--- config.mk ---
export PLATFORM = sky130hd
export DESIGN_NAME = romwait_ctrl
export DESIGN_NICKNAME = d
export VERILOG_FILES = /design/src/rtl/romwait_pkg.sv /design/src/rtl/romwait_regs.sv /design/src/rtl/romwait_addr.sv /design/src/rtl/romwait_seq.sv /design/src/rtl/romwait_ctrl.sv
export SDC_FILE = /design/constraint.sdc
export NUM_CORES = 1
export LEC_CHECK = 0
export BUFFER_PORTS_ARGS = -buffer_cell sky130_fd_sc_hd__buf_2
export CAP_MARGIN = 20
export CORE_UTILIZATION = 30
export CTS_BUF_LIST = sky130_fd_sc_hd__clkbuf_8
export CTS_CLUSTER_DIAMETER = 50
export DETAILED_ROUTE_END_ITERATION = 10
export PLACE_DENSITY = 0.6
export REMOVE_ABC_BUFFERS = 1
export SLEW_MARGIN = 0
export SYNTH_ARGS = -nofsm -noshare
export SYNTH_HDL_FRONTEND = slang
export SYNTH_SLANG_ARGS = --single-unit
--- constraint.sdc ---
create_clock -name clk -period 2.4 [get_ports clk]
set_clock_uncertainty 0.15 [all_clocks]
set_input_delay 0.48 -clock clk [delete_from_list [all_inputs] [get_ports clk]]
set_output_delay 0.48 -clock clk [all_outputs]
set_load 0.05 [all_outputs]
--- src/rtl/romwait_pkg.sv ---
package romwait_pkg;

  localparam int CFG_W   = 32;
  localparam int CNT_W   = 5;

  typedef enum logic [1:0] {
    SEQ_IDLE = 2'd0,
    SEQ_BUSY = 2'd1,
    SEQ_DROP = 2'd2
  } seq_state_t;

  // Access length in clocks for a timing code; code 0 is the longest.
  function automatic logic [CNT_W-1:0] access_len(input logic [2:0] code);
    logic [CNT_W-1:0] len;
    if (code == 3'd0) len = 5'd18;
    else              len = {1'b0, code, 1'b0} + 5'd2;
    return len;
  endfunction

endpackage

--- src/rtl/romwait_regs.sv ---
module romwait_regs
  import romwait_pkg::*;
(
  input  logic             clk,
  input  logic             rst_n,
  input  logic             wr_en,
  input  logic             sel,
  input  logic [CFG_W-1:0] wdata,
  output logic [CFG_W-1:0] rdata,
  output logic [1:0]       size_o,
  output logic             wpermit_o,
  output logic [2:0]       tcode_o
);

  logic [1:0] size_q;
  logic       lock_q;
  logic       wpermit_q;
  logic [2:0] tcode_q;
  logic       mode_wr;
  logic       size_take;
  logic       unused_bits;

  assign mode_wr     = wr_en && !sel;
  assign size_take   = mode_wr && !lock_q && !wdata[1];
  assign unused_bits = ^{wdata[31:9], wdata[7:2]};

  always_ff @(posedge clk or negedge rst_n) begin
    if (!rst_n) begin
      size_q    <= 2'b00;
      lock_q    <= 1'b0;
      wpermit_q <= 1'b0;
      tcode_q   <= 3'd0;
    end else begin
      if (mode_wr) wpermit_q <= wdata[8];
      if (size_take) begin
        size_q <= wdata[1:0];
        if (wdata[0]) lock_q <= 1'b1;
      end
      if (wr_en && sel) tcode_q <= wdata[2:0];
    end
  end

  always_comb begin
    if (sel) rdata = {29'd0, tcode_q};
    else     rdata = {23'd0, wpermit_q, 6'd0, size_q};
  end

  assign size_o    = size_q;
  assign wpermit_o = wpermit_q;
  assign tcode_o   = tcode_q;

  assert_size_legal_R2: assert property (@(posedge clk) disable iff (!rst_n)
    size_q[1] == 1'b0);

  assert_lock_sticky_R3: assert property (@(posedge clk) disable iff (!rst_n)
    lock_q |=> (lock_q && size_q == 2'b01));

  assert_rsvd_zero_R8: assert property (@(posedge clk) disable iff (!rst_n)
    (rdata[31:9] == 23'd0) && (rdata[7:3] == 5'd0));

endmodule

--- src/rtl/romwait_addr.sv ---
module romwait_addr #(
  parameter int BUS_AW = 32,
  parameter int DEV_AW = 23
) (
  input  logic [BUS_AW-1:0] addr_in,
  input  logic              big_model,
  output logic [DEV_AW-1:0] addr_out
);

  logic unused_hi;
  assign unused_hi = ^addr_in[BUS_AW-1:DEV_AW];

  for (genvar i = 0; i < DEV_AW; i++) begin : g_bit
    if (i == DEV_AW - 1) begin : g_top
      assign addr_out[i] = addr_in[i] & big_model;
    end else begin : g_pass
      assign addr_out[i] = addr_in[i];
    end
  end

endmodule

--- src/rtl/romwait_seq.sv ---
module romwait_seq
  import romwait_pkg::*;
#(
  parameter int DATA_W = 16,
  parameter int DEV_AW = 23
) (
  input  logic              clk,
  input  logic              rst_n,
  input  logic              req_valid,
  output logic              req_ready,
  input  logic              req_write,
  input  logic [DEV_AW-1:0] req_daddr,
  input  logic [DATA_W-1:0] req_wdata,
  input  logic              wpermit,
  input  logic [2:0]        tcode,
  output logic              rsp_valid,
  output logic [DATA_W-1:0] rsp_rdata,
  output logic              dev_cs_n,
  output logic              dev_oe_n,
  output logic              dev_we_n,
  output logic [DEV_AW-1:0] dev_addr,
  output logic [DATA_W-1:0] dev_dout,
  output logic              dev_dout_en,
  input  logic [DATA_W-1:0] dev_din
);

  seq_state_t        state_q;
  logic [CNT_W-1:0]  left_q;
  logic              wr_q;
  logic [DEV_AW-1:0] addr_q;
  logic [DATA_W-1:0] wdata_q;
  logic [DATA_W-1:0] rdata_q;
  logic              take;
  logic              busy;
  logic              last;

  assign take = req_valid && (state_q == SEQ_IDLE);
  assign busy = (state_q == SEQ_BUSY);
  assign last = busy && (left_q == '0);

  always_ff @(posedge clk or negedge rst_n) begin
    if (!rst_n) begin
      state_q <= SEQ_IDLE;
      left_q  <= '0;
      wr_q    <= 1'b0;
      addr_q  <= '0;
      wdata_q <= '0;
      rdata_q <= '0;
    end else begin
      unique case (state_q)
        SEQ_IDLE: begin
          if (take) begin
            if (req_write && !wpermit) begin
              state_q <= SEQ_DROP;
            end else begin
              state_q <= SEQ_BUSY;
              left_q  <= access_len(tcode) - 5'd1;
              wr_q    <= req_write;
              addr_q  <= req_daddr;
              wdata_q <= req_wdata;
            end
          end
        end
        SEQ_BUSY: begin
          if (left_q == '0) begin
            state_q <= SEQ_IDLE;
            if (!wr_q) rdata_q <= dev_din;
          end else begin
            left_q <= left_q - 5'd1;
          end
        end
        SEQ_DROP: state_q <= SEQ_IDLE;
        default:  state_q <= SEQ_IDLE;
      endcase
    end
  end

  assign req_ready   = (state_q == SEQ_IDLE);
  assign rsp_valid   = last || (state_q == SEQ_DROP);
  assign rsp_rdata   = (last && !wr_q) ? dev_din : rdata_q;
  assign dev_cs_n    = !busy;
  assign dev_oe_n    = !(busy && !wr_q);
  assign dev_we_n    = !(busy && wr_q);
  assign dev_addr    = addr_q;
  assign dev_dout    = wdata_q;
  assign dev_dout_en = busy && wr_q;

  assert_len_bound_R6: assert property (@(posedge clk) disable iff (!rst_n)
    busy |-> (left_q < 5'd18));

  assert_drop_quiet_R4: assert property (@(posedge clk) disable iff (!rst_n)
    (state_q == SEQ_DROP) |-> (dev_cs_n && dev_we_n && rsp_valid));

  assert_rsp_single_R7: assert property (@(posedge clk) disable iff (!rst_n)
    rsp_valid |=> !rsp_valid);

  assert_ready_idle_R11: assert property (@(posedge clk) disable iff (!rst_n)
    req_ready |-> dev_cs_n);

  assert_strobe_excl_R12: assert property (@(posedge clk) disable iff (!rst_n)
    !(!dev_oe_n && !dev_we_n));

  assert_strobe_in_cs_R12: assert property (@(posedge clk) disable iff (!rst_n)
    (!dev_oe_n || !dev_we_n) |-> !dev_cs_n);

  assert_addr_hold_R9: assert property (@(posedge clk) disable iff (!rst_n)
    (!dev_cs_n && left_q != '0) |=> $stable(dev_addr));

  assert_len_frozen_R10: assert property (@(posedge clk) disable iff (!rst_n)
    (busy && left_q != '0) |=> (left_q == $past(left_q) - 5'd1));

endmodule

--- src/rtl/romwait_ctrl.sv ---
module romwait_ctrl
  import romwait_pkg::*;
#(
  parameter int BUS_AW = 32,
  parameter int DEV_AW = 23,
  parameter int DATA_W = 16
) (
  input  logic              clk,
  input  logic              rst_n,
  input  logic              cfg_wr_en,
  input  logic              cfg_sel,
  input  logic [CFG_W-1:0]  cfg_wdata,
  output logic [CFG_W-1:0]  cfg_rdata,
  input  logic              req_valid,
  output logic              req_ready,
  input  logic              req_write,
  input  logic [BUS_AW-1:0] req_addr,
  input  logic [DATA_W-1:0] req_wdata,
  output logic              rsp_valid,
  output logic [DATA_W-1:0] rsp_rdata,
  output logic              dev_cs_n,
  output logic              dev_oe_n,
  output logic              dev_we_n,
  output logic [DEV_AW-1:0] dev_addr,
  output logic [DATA_W-1:0] dev_dout,
  output logic              dev_dout_en,
  input  logic [DATA_W-1:0] dev_din
);

  logic [1:0]        size_model;
  logic              wpermit;
  logic [2:0]        tcode;
  logic [DEV_AW-1:0] daddr;

  romwait_regs u_regs (
    .clk       (clk),
    .rst_n     (rst_n),
    .wr_en     (cfg_wr_en),
    .sel       (cfg_sel),
    .wdata     (cfg_wdata),
    .rdata     (cfg_rdata),
    .size_o    (size_model),
    .wpermit_o (wpermit),
    .tcode_o   (tcode)
  );

  romwait_addr #(.BUS_AW(BUS_AW), .DEV_AW(DEV_AW)) u_addr (
    .addr_in   (req_addr),
    .big_model (size_model[0]),
    .addr_out  (daddr)
  );

  romwait_seq #(.DATA_W(DATA_W), .DEV_AW(DEV_AW)) u_seq (
    .clk         (clk),
    .rst_n       (rst_n),
    .req_valid   (req_valid),
    .req_ready   (req_ready),
    .req_write   (req_write),
    .req_daddr   (daddr),
    .req_wdata   (req_wdata),
    .wpermit     (wpermit),
    .tcode       (tcode),
    .rsp_valid   (rsp_valid),
    .rsp_rdata   (rsp_rdata),
    .dev_cs_n    (dev_cs_n),
    .dev_oe_n    (dev_oe_n),
    .dev_we_n    (dev_we_n),
    .dev_addr    (dev_addr),
    .dev_dout    (dev_dout),
    .dev_dout_en (dev_dout_en),
    .dev_din     (dev_din)
  );

  assert_small_trunc_R9: assert property (@(posedge clk) disable iff (!rst_n)
    (!dev_cs_n && size_model == 2'b00) |-> (dev_addr[DEV_AW-1] == 1'b0));

  assert_masked_nowe_R4: assert property (@(posedge clk) disable iff (!rst_n)
    (!dev_we_n) |-> dev_dout_en);

endmodule

==> Word-level counts from Yosys, hierarchy flattened <==
Index checks and enable logic that the tools add are counted.
{ "word_totals": {"reg_bits": 70, "in_bits": 102, "out_inout_bits": 93, "word_cells": 64} }
{ "op_classes": {"addsub": 3, "n_eq_ne": 6, "n_mux": 14, "bitwise_logic": 3, "reduce_logical": 28} }
{ "ops": {"columns": ["cell", "n"], "rows": [
  ["two-way mux 5 bit", 7],
  ["two-way mux 16 bit", 1],
  ["logical AND 1 bit", 10],
  ["one-hot mux 5 bit (2 select lines)", 1],
  ["subtractor 5 x 1 -> 5 bit (second input constant)", 2],
  ["two-way mux 9 bit", 1],
  ["zero test 1 bit", 8],
  ["two-way mux 2 bit", 3],
  ["inequality test 2 bit (second input constant)", 3],
  ["AND reduction 3 bit", 2],
  ["adder 4 x 2 -> 5 bit (second input constant)", 1],
  ["zero test 5 bit", 1],
  ["one-hot mux 2 bit (2 select lines)", 1],
  ["AND reduction 2 bit", 2],
  ["AND reduction 4 bit", 1],
  ["zero test 3 bit", 1],
  ["equality test 2 x 1 -> 1 bit (second input constant)", 1],
  ["equality test 2 bit (second input constant)", 1],
  ["zero test 2 bit", 1],
  ["inequality test 2 x 1 -> 1 bit (second input constant)", 1],
  ["inverter 1 bit", 2],
  ["nonzero test 2 bit", 1],
  ["AND 1 bit", 1],
  ["logical OR 1 bit", 1]
]} }

==> Depth between registers and ports, before layout <==
Gate-level depths: netlist of the first run.
{ "logic_depth": {"word_depth": 9, "depth_mapped": 10, "mapped_depth_nobuf": 10} }

==> Modules after synthesis <==
From an unflattened synthesis of the first run, not the netlist that was laid out.
{ "unflattened": {"hier_cells": 274, "area_unflattened_um2": 3478.3} }
{ "by_module_without_submodules": {"columns": ["mod", "n_inst", "cells_per_inst", "area_per_inst_um2", "seq_area_each_um2"], "rows": [
  ["romwait_seq", 1, 200, 2778.9, 1576.5],
  ["romwait_regs", 1, 51, 528.0, 175.2],
  ["romwait_addr", 1, 23, 171.4, 0.0]
]} }

==> Worst setup path after synthesis of the first run <==
Ideal clock, no wire load.
{ "synth_timing": {"path_type": "register to output", "start": "reg u_seq.left_q[2]", "end": "out rsp_valid", "t_arrival_ns": 2.231, "t_required_ns": 1.770, "path_slack_ns": -0.461, "path_stages_with_launch": 4, "n_path_buf": 0, "cell_sequence": "dfrtp_1 > or2_0 > or4_4 > o21ai_0"} }
{ "synth_between": {"elab_chain_len": 3} }
{ "synth_rtl": {"columns": ["item", "line", "source"], "rows": [
  ["start, declared", "romwait_seq.sv:28", "logic [CNT_W-1:0] left_q;"],
  ["start signal, assigned", "romwait_seq.sv:57", "left_q <= access_len(tcode) - 5'd1;"],
  ["start signal, assigned", "romwait_seq.sv:69", "left_q <= left_q - 5'd1;"],
  ["zero test 5 bit", "romwait_seq.sv:39", "assign last = busy && (left_q == '0);"],
  ["logical AND 1 bit", "romwait_seq.sv:39", null],
  ["logical OR 1 bit", "romwait_seq.sv:79", "assign rsp_valid = last || (state_q == SEQ_DROP);"],
  ["end, declared", "romwait_ctrl.sv:19", "output logic rsp_valid,"]
]} }
Every way passes these cells.

==> Worst setup path after layout of the first run <==
{ "layout_timing": {"start": "reg u_seq.left_q[0]", "end": "out rsp_rdata[8]"} }
{ "layout_between": {"elab_chain_len": 4} }
{ "layout_rtl": {"columns": ["item", "line", "source"], "rows": [
  ["zero test 5 bit", "romwait_seq.sv:39", null],
  ["logical AND 1 bit", "romwait_seq.sv:39", null],
  ["logical AND 1 bit", "romwait_seq.sv:80", "assign rsp_rdata = (last && !wr_q) ? dev_din : rdata_q;"],
  ["two-way mux 16 bit", "romwait_seq.sv:80", null],
  ["end, declared", "romwait_ctrl.sv:20", "output logic [DATA_W-1:0] rsp_rdata,"]
]} }
Every way passes these cells.

==> summary.md, run 1 <==
The slack of the critical path was -0.451 ns; the CTS buffer count was 9. Sorting the synthesized cells by area gives the leading types as dfrtp_1 50%, mux2_2 15%, mux2_4 13%, buf_4 6.4%, buf_12 1.7%. For this run, the number of standard cells in the final layout without fillers is 572.

The number of global-route vias before repair is 2359. Summed over all cells, the static leakage comes to 0.00242 uW. The checks that failed: setup timing. Element type at the critical path end: an output pin. After synthesis, the largest area contributor takes up 49.8% of total cell area. Post-synthesis register bit count: 70. Across the VDD grid, the largest voltage drop is 0.669 mV.

The first global-routing pass estimated 10.7 mm of wire. The worst register-to-register path ends at u_seq.left_q[4]. The die extent in y was 110 um. The internal portion of the total power is 3790 uW.

Maximum operating frequency: 351 MHz. For the area of placed instances, the log shows 4340 um2. The final-report setup violation count is 17.

The run gives 41 as the number of library cell types mapped by synthesis. TritonCTS built the clock tree. Number of clock sinks: 70. Data arrives at the worst endpoint at 2.22 ns.

The total overflow left after global routing is 0. After detailed routing, the number of remaining DRC violations is 0. Hold violation count in the final report: 0. Post-detailed-placement half-perimeter wirelength: 5.21 mm. Wires add up to 7.24 mm. The max-slew violation count was 0.

The startpoint identified for the worst register-to-register timing path is u_regs.tcode_o[0]. The data required time at the worst endpoint was 1.77 ns; the count of nets left with antenna violations after detail routing was 0. Counting tap cells, the placed design contains a total of 546 instances. Clock-pin slew was measured on the worst setup and hold paths at 0.07 ns. The clock passes through at most 2 buffers. STA classifies the critical path startpoint as a flop. Subtracting the final worst setup slack from the clock period gives 2.85 ns. The routed wirelength normalized by instance count came out at 12.7 um. The clock share of power was 14.4%; the share of post-route cells with drive strength above 1 was 63.4%. Entering global routing, the biggest net connects 38 pins.

OpenSTA, run right after detailed placement, puts the worst setup slack at -0.166 ns. The overall die width was 110 um. Leaving out fill and tap cells, the most frequent cells in the layout are 112 x buf_2, 70 x dfrtp_1, 47 x mux2_2.

The tools report the final sum of negative setup slack as -7.32 ns. Max-cap violations in this run came to 0. Among all flip-flop cells after synthesis, the most frequent one is dfrtp_1. The maximum single-stage delay on the critical path was 0.47 ns; the total via count in the routed design was 2492.

The logs give 56 for the violation count after the first detailed-routing iteration and 27.1% for the sequential share of power. Timing startpoint of the critical path: u_seq.left_q[0]. The later pin in the worst-skew pair is clocked with a latency of 0.34 ns.

The count of hold-fix buffers inserted at cts came out at 0. The die covers 12200 um2. The tools report the total number of nets in the final design as 529. The number of antenna diodes in the final layout is 0.

The flow ran to the end, but the final reports show violations. Number of cell rows: 39. The core region is 11400 um2.

The sequential share of the synthesized area was 49.8%. For the setup slack on the worst flop-to-flop path, the log shows 0.09 ns. The final instance area was 4800 um2.

The logic gate share of total power was 58.5%; the area overhead of the layout relative to synthesis was 36.6%. Traced cell by cell, the critical path runs through or2_1 > or4_4 > nor2_8 > buf_12 > mux2_4 > buf_6. The final critical path takes up 119% of the cycle.

The Yosys step of the flow raised 0 warnings. Counting both buffers and inverters, the worst setup path holds a total of 2. In this run the clock root is driven by a clkbuf_8. The area of the mapped netlist is 3510 um2.

The H-tree depth reported by CTS was 3. The slowest stage of the critical path is the or4_4 cell. In this run the count of I/O pins placed on the die edge is 195. The critical path ends at rsp_rdata[8]. The critical path is of the reg2out type.

A synthesized cell averages 13.6 um2. The worst register-to-register path has a depth of 9. Net switching is 47.5% of the power. Counting flops with a built-in enable in the synthesized netlist gives 0. For this configuration, the core starts out at a cell density of 30.8%. In this run the number of cells on the critical path is 6.

The via count normalized by instance count was 4.36. Dividing total power by cell area gives a power density of 1500 nW/um2. The commonest non-fill, non-tap cell in the layout was buf_2.

The number of port buffers is 129, and the number of antenna violations at the first check in global routing is 0. For this design the total switching power over the nets is 3430 uW. The kind of cell with the highest combined delay along the critical path is simple AND/OR/NAND/NOR gates. At the end of routability-driven placement, the weighted congestion stood at 0.770. After technology mapping, the gate count stands at 259. In this run the worst path has a maximum fanout of 11. The class of the tightest hold or removal check was in2async. The first detailed-routing pass ran for 4 iterations. The proportion of synthesized flip-flops having asynchronous set or reset is 100%. Global routing used 11.7% of the available tracks. Summed over all instances, the cell type with the most area after synthesis is dfrtp_1. Setup repair after global routing could not meet its margin everywhere.
power groups by stage:
stage | clock network [uW] | registers [uW] | logic, uW
floorplan | 0 | 3140 | 1850
global placement | 0 | 1950 | 3970
detailed placement | 0 | 1980 | 4010
CTS | 1090 | 1960 | 4170
global route | 1140 | 2020 | 4480
finish | 1040 | 1960 | 4230
cell families after synthesis:
kind of cell / count (synthesis) / share of synthesized area (%)
compound gates: 19 / 3.67
xor+xnor: 1 / 0.249
fa+ha+maj: 3 / 1.07
buf+inv: 43 / 9.79
flops: 70 / 49.8
mux: 78 / 28.2
other cells: 1 / 0.107
simple gates: 44 / 7.08
what timing repair did:
action	CTS	global route
cloned	0	1
pin swaps	0	2
resized for setup	35	13
setup endpoints to repair	18	18
setup buffers	1	8
cells in the mapped netlist, types with 2 or more instances:
master     n
dfrtp_1   70
mux2_2    48
buf_4     30
mux2_4    30
nor2_1    12
nand2_1   10
a21oi_1    6
nand2b_1   5
inv_1      4
buf_12     3
ha_1       3
nor2b_1    3
a21o_1     2
and3_1     2
buf_2      2
nand3_1    2
o21ai_0    2
o22ai_1    2
how the worst min path moves through the flow:
stage	start	endpoint	slack, ns	cells after the start
3_5_place_dp	u_regs.lock_q	u_regs.lock_q	0.30	1
6_report	rst_n	u_seq.rdata_q[9]	0.02	2
5_1_grt	rst_n	u_seq.rdata_q[3]	0.05	2
2_1_floorplan	rst_n	u_regs.lock_q	0.03	0
3_3_place_gp	u_regs.lock_q	u_regs.lock_q	0.29	1
4_1_cts	rst_n	u_seq.rdata_q[3]	0.02	2
metrics by stage:
step / power [uW] / hold slack [ns] / util (%)
6_report: 7220 / 0.0223 / 42.0
5_1_grt: 7640 / 0.0521 / 42.0
2_1_floorplan: 5000 / 0.0344 / -
3_3_place_gp: 5910 / 0.293 / 38.0
3_5_place_dp: 5990 / 0.299 / 38.0
4_1_cts: 7220 / 0.0223 / 40.8
layer usage:
| layer | routed length, um | part of all wire, % | global-route usage [%] | up-vias |
|---|---|---|---|---|
| li1 | - | - | - | 1173 |
| met1 | 3080 | 43 | 13.6 | 1205 |
| met2 | 3510 | 49 | 19.3 | 102 |
| met3 | 496 | 6.9 | 3.47 | 12 |
| met4 | 149 | 2.1 | 6.48 | 0 |
| met5 | 0 | 0 | 0 | - |
sequential cells by signal, summed over array words and instances (netlist names):
name and count:
u_regs.size_o 2, u_seq.rdata_q 16, u_regs.tcode_o 3, u_regs.lock_q 1, u_seq.state_q 2, u_seq.dev_addr 23, u_seq.dev_dout 16, u_seq.left_q 5
u_regs.wpermit_o 1, u_seq.wr_q 1
area by class of cell:
cell class / instances / area (um2)
clock buffers: 10 / 138
repair buffers: 165 / 1080
fillers: 1093 / 6620
multi-input cells: 173 / 1560
inverters: 5 / 20.0
clock inverters: 6 / 77.6
flip-flops and latches: 70 / 1750
well taps: 143 / 179
Power figures use the tool's default switching activity.
==> inputs of run 2 (changes only) <==
CORE_UTILIZATION = 46   (was 30)
PLACE_DENSITY = 0.83   (was 0.6)
SETUP_SLACK_MARGIN = 0.2   (was unset)
clock period = 3 ns   (was 2.4 ns; I/O delays follow)
==> run 2 against run 1 <==
- the flow now finishes without violations
- non-clock buffer count shrank 15
- combinational power shrank 23%
- cell count shrank 10%
- first-iteration DRC count grew 3.6%
- critical path type unchanged
==> summary.md, run 2 (synthesis results as in run 1) <==
The flow ran to the end, and the final reports show no timing, DRC or antenna violations. The normalized max-slew margin was 46.1%. The run gives 7990 um2 (was 12200 um2) as the total die area. Commonest cells after routing, fill and taps aside: 112 x buf_2, 70 x dfrtp_1, 48 x mux2_2 (was 112 x buf_2, 70 x dfrtp_1, 47 x mux2_2). The number of buffers between clock root and the deepest sink is 2 (unchanged). The wire length reported by the detailed router came out at 6.92 mm (was 7.24 mm). The data required time at the worst endpoint was 2.25 ns (was 1.77 ns); the via count normalized by instance count was 4.68 (was 4.36). The routed wirelength normalized by instance count was 13.5 um (was 12.7 um); the diode insertion count for antenna repair was 0 (unchanged). The overall die width works out to 89.4 um (was 110 um). CP cell instances: or2_1 > or4_4 > nor2_8 > buf_12 > mux2_4 > buf_6 (unchanged). The run gives 3 (unchanged) as the H-tree depth reported by CTS.

For the total number of nets in the final design, the log shows 514 (was 529). The die extent in y was 89.4 um (was 110 um); the number of filler instances in the final layout was 567 (was 1093). Commonest non-fill, non-tap cell in the layout: buf_2 (unchanged). The number of cell rows was 31 (was 39). CTS buffer count: 9 (unchanged).

The total I/O pin count came out at 195 (unchanged). The post-detailed-placement half-perimeter wirelength was 4.96 mm (was 5.21 mm). The critical register-to-register path startpoint is u_seq.state_q[1] (was u_regs.tcode_o[0]). The logs give 31.6% (was 19.3%) for the met2 demand-to-capacity share in global routing and 18.4% (was 13.6%) for the global routing met1 resource utilization. The category of the critical setup timing path was reg2out (unchanged).

After layout, the worst path uses 99.5% of the clock period. The number of clock sinks came out at 70 (unchanged). The flip-flop count of the largest register after layout is 23 (unchanged). The run gives 5.91% (was 3.47%) as the met3 track utilization from global routing. The share of post-route cells with drive strength above 1 was 61.1% (was 63.4%).

TritonCTS built the clock tree. The number of port buffers is 129 (unchanged), and the maximum operating frequency is 335 MHz. The hold violation count in the final report is 0 (unchanged). Setup repair after global routing could not meet its margin everywhere. The global placer's final weighted congestion was 0.788 (was 0.770); the clock network latency to the later pin of the worst-skew pair was 0.33 ns (was 0.34 ns). Most heavily used metal layer in global routing: met2 (unchanged). The slew of the pin with the lowest slew margin was 0.809 ns; the total via count in the routed design was 2402 (was 2492).

The total global routing overflow came out at 0 (unchanged). The DRC violation count after routing is 0 (unchanged), and the worst-case hold slack is 0.206 ns (was 0.0223 ns). For the number of global-route vias before repair, the log shows 2398 (was 2359). The maximum fanout along the worst path works out to 9 (was 11). The maximum single-stage delay on the critical path works out to 0.47 ns (about the same).

The logs give 0 (unchanged) for the max-slew violation count and 0.793 mV (was 0.669 mV) for the worst IR drop on VDD. The tools report the element type at the critical path start as a flop (unchanged). For the violation count after the first detailed-routing iteration, the log shows 58 (was 56).

The run gives 47.9% (was 30.8%) as the initial core utilization. Final-report setup violation count: 0 (was 17). The tools report the aggregate global-route resource usage as 17.1% (was 11.7%). The run gives 0 (unchanged) as the count of nets left with antenna violations after detail routing. The detailed-router iteration count before antenna repair came out at 4 (unchanged).

The slowest library cell on the worst path is or4_4 (unchanged). Timing startpoint of the critical path: u_seq.left_q[0] (unchanged). The logs give 2.23 ns (was 2.22 ns) for the critical path data arrival time and 0 (unchanged) for the count of hold-fix buffers inserted at cts. For the leakage power figure, the log shows 0.00232 uW (was 0.00242 uW). The CTS root buffer was clkbuf_8 (unchanged). The max-capacitance violation count was 0 (unchanged).

The first-pass GRT wire length was 10.4 mm (was 10.7 mm); the time the final worst path needs with I/O delays and setup was 2.98 ns. The placeable core region was 7330 um2 (was 11400 um2); the area overhead of the layout relative to synthesis was 30.9% (was 36.6%). The post-CTS clock slew at the launch and capture registers of the worst setup and hold paths works out to 0.07 ns (about the same). The total power per unit cell area was 1220 nW/um2 (was 1500 nW/um2); the number of antenna violations at the first check in global routing was 0 (unchanged). The element type at the critical path end was an output pin (unchanged). For the post-layout utilization of the core, the log shows 62.8% (was 42.0%). The tools report the maximum number of pins on one net before global-route repair as 37 (was 38). The class of the tightest hold or removal check is in2async (unchanged).
==> run 2: area by class of cell <==
class | instances | area [um2] | area share (%)
Clock inverter | 7 | 72.6 | 1.58
Inverter | 5 | 20.0 | 0.435
Timing Repair Buffer | 150 | 987 | 21.5
Tap cell | 99 | 124 | 2.69
Sequential cell | 70 | 1750 | 38.1
Multi-Input combinational cell | 173 | 1520 | 33.1
Clock buffer | 9 | 124 | 2.69
==> run 2: power breakdown <==
group,internal [uW],switching (uW),total [uW]
registers,1360,224,1580
logic,1120,2150,3270
clock network,385,359,744
total,2860,2740,5590
==> run 2: per-stage QoR <==
stage / instance area, um2 / TNS (ns) / cells / setup WS, ns / total power, uW
global route: 4600 / -0.727 / 513 / -0.0595 / 5900
floorplan: 3290 / -0.428 / 248 / -0.284 / 4000
global placement: 4150 / 0 / 483 / 0.247 / 4600
CTS: 4520 / -0.281 / 507 / -0.0401 / 5600
detailed placement: 4150 / 0 / 483 / 0.210 / 4690
finish: 4600 / 0 / 513 / 0.0152 / 5590
==> run 2: timing repair <==
action,in CTS,in global routing
buffers inserted,8,5
endpoints found under the setup margin,16,17
endpoints found under the hold margin,0,0
gates cloned,0,1
resized for setup,37,5
pin swaps,0,1
==> run 2: worst max-delay path, delay by kind of cell, from the launching register on <==
kind                   cells  cell delay, ns
buffers and inverters      2            0.31
muxes                      1            0.31
and+or+nand+nor            3            0.90
DFF                        1            0.39
==> run 2: routing by layer <==
| layer | up-vias | share of wire, % |
|---|---|---|
| met3 | 4 | 6.9 |
| met5 | - | 0 |
| met1 | 1143 | 40 |
| li1 | 1146 | - |
| met2 | 109 | 53 |
| met4 | 0 | 0.69 |
==> run 2: path summary, 6_finish.rpt <==
path	endpoint	slack (ns)	cells past startpoint
worst max-delay path	rsp_rdata[8]	0.02	6
worst min-delay path	u_seq.dev_dout[12]	0.21	1
worst max register to register	u_seq.left_q[4]	0.45	8
worst min register to register	u_regs.lock_q	0.32	1
max in group asynchronous	u_seq.dev_addr[19]	1.84	2
min in group clk	u_regs.lock_q	0.32	1
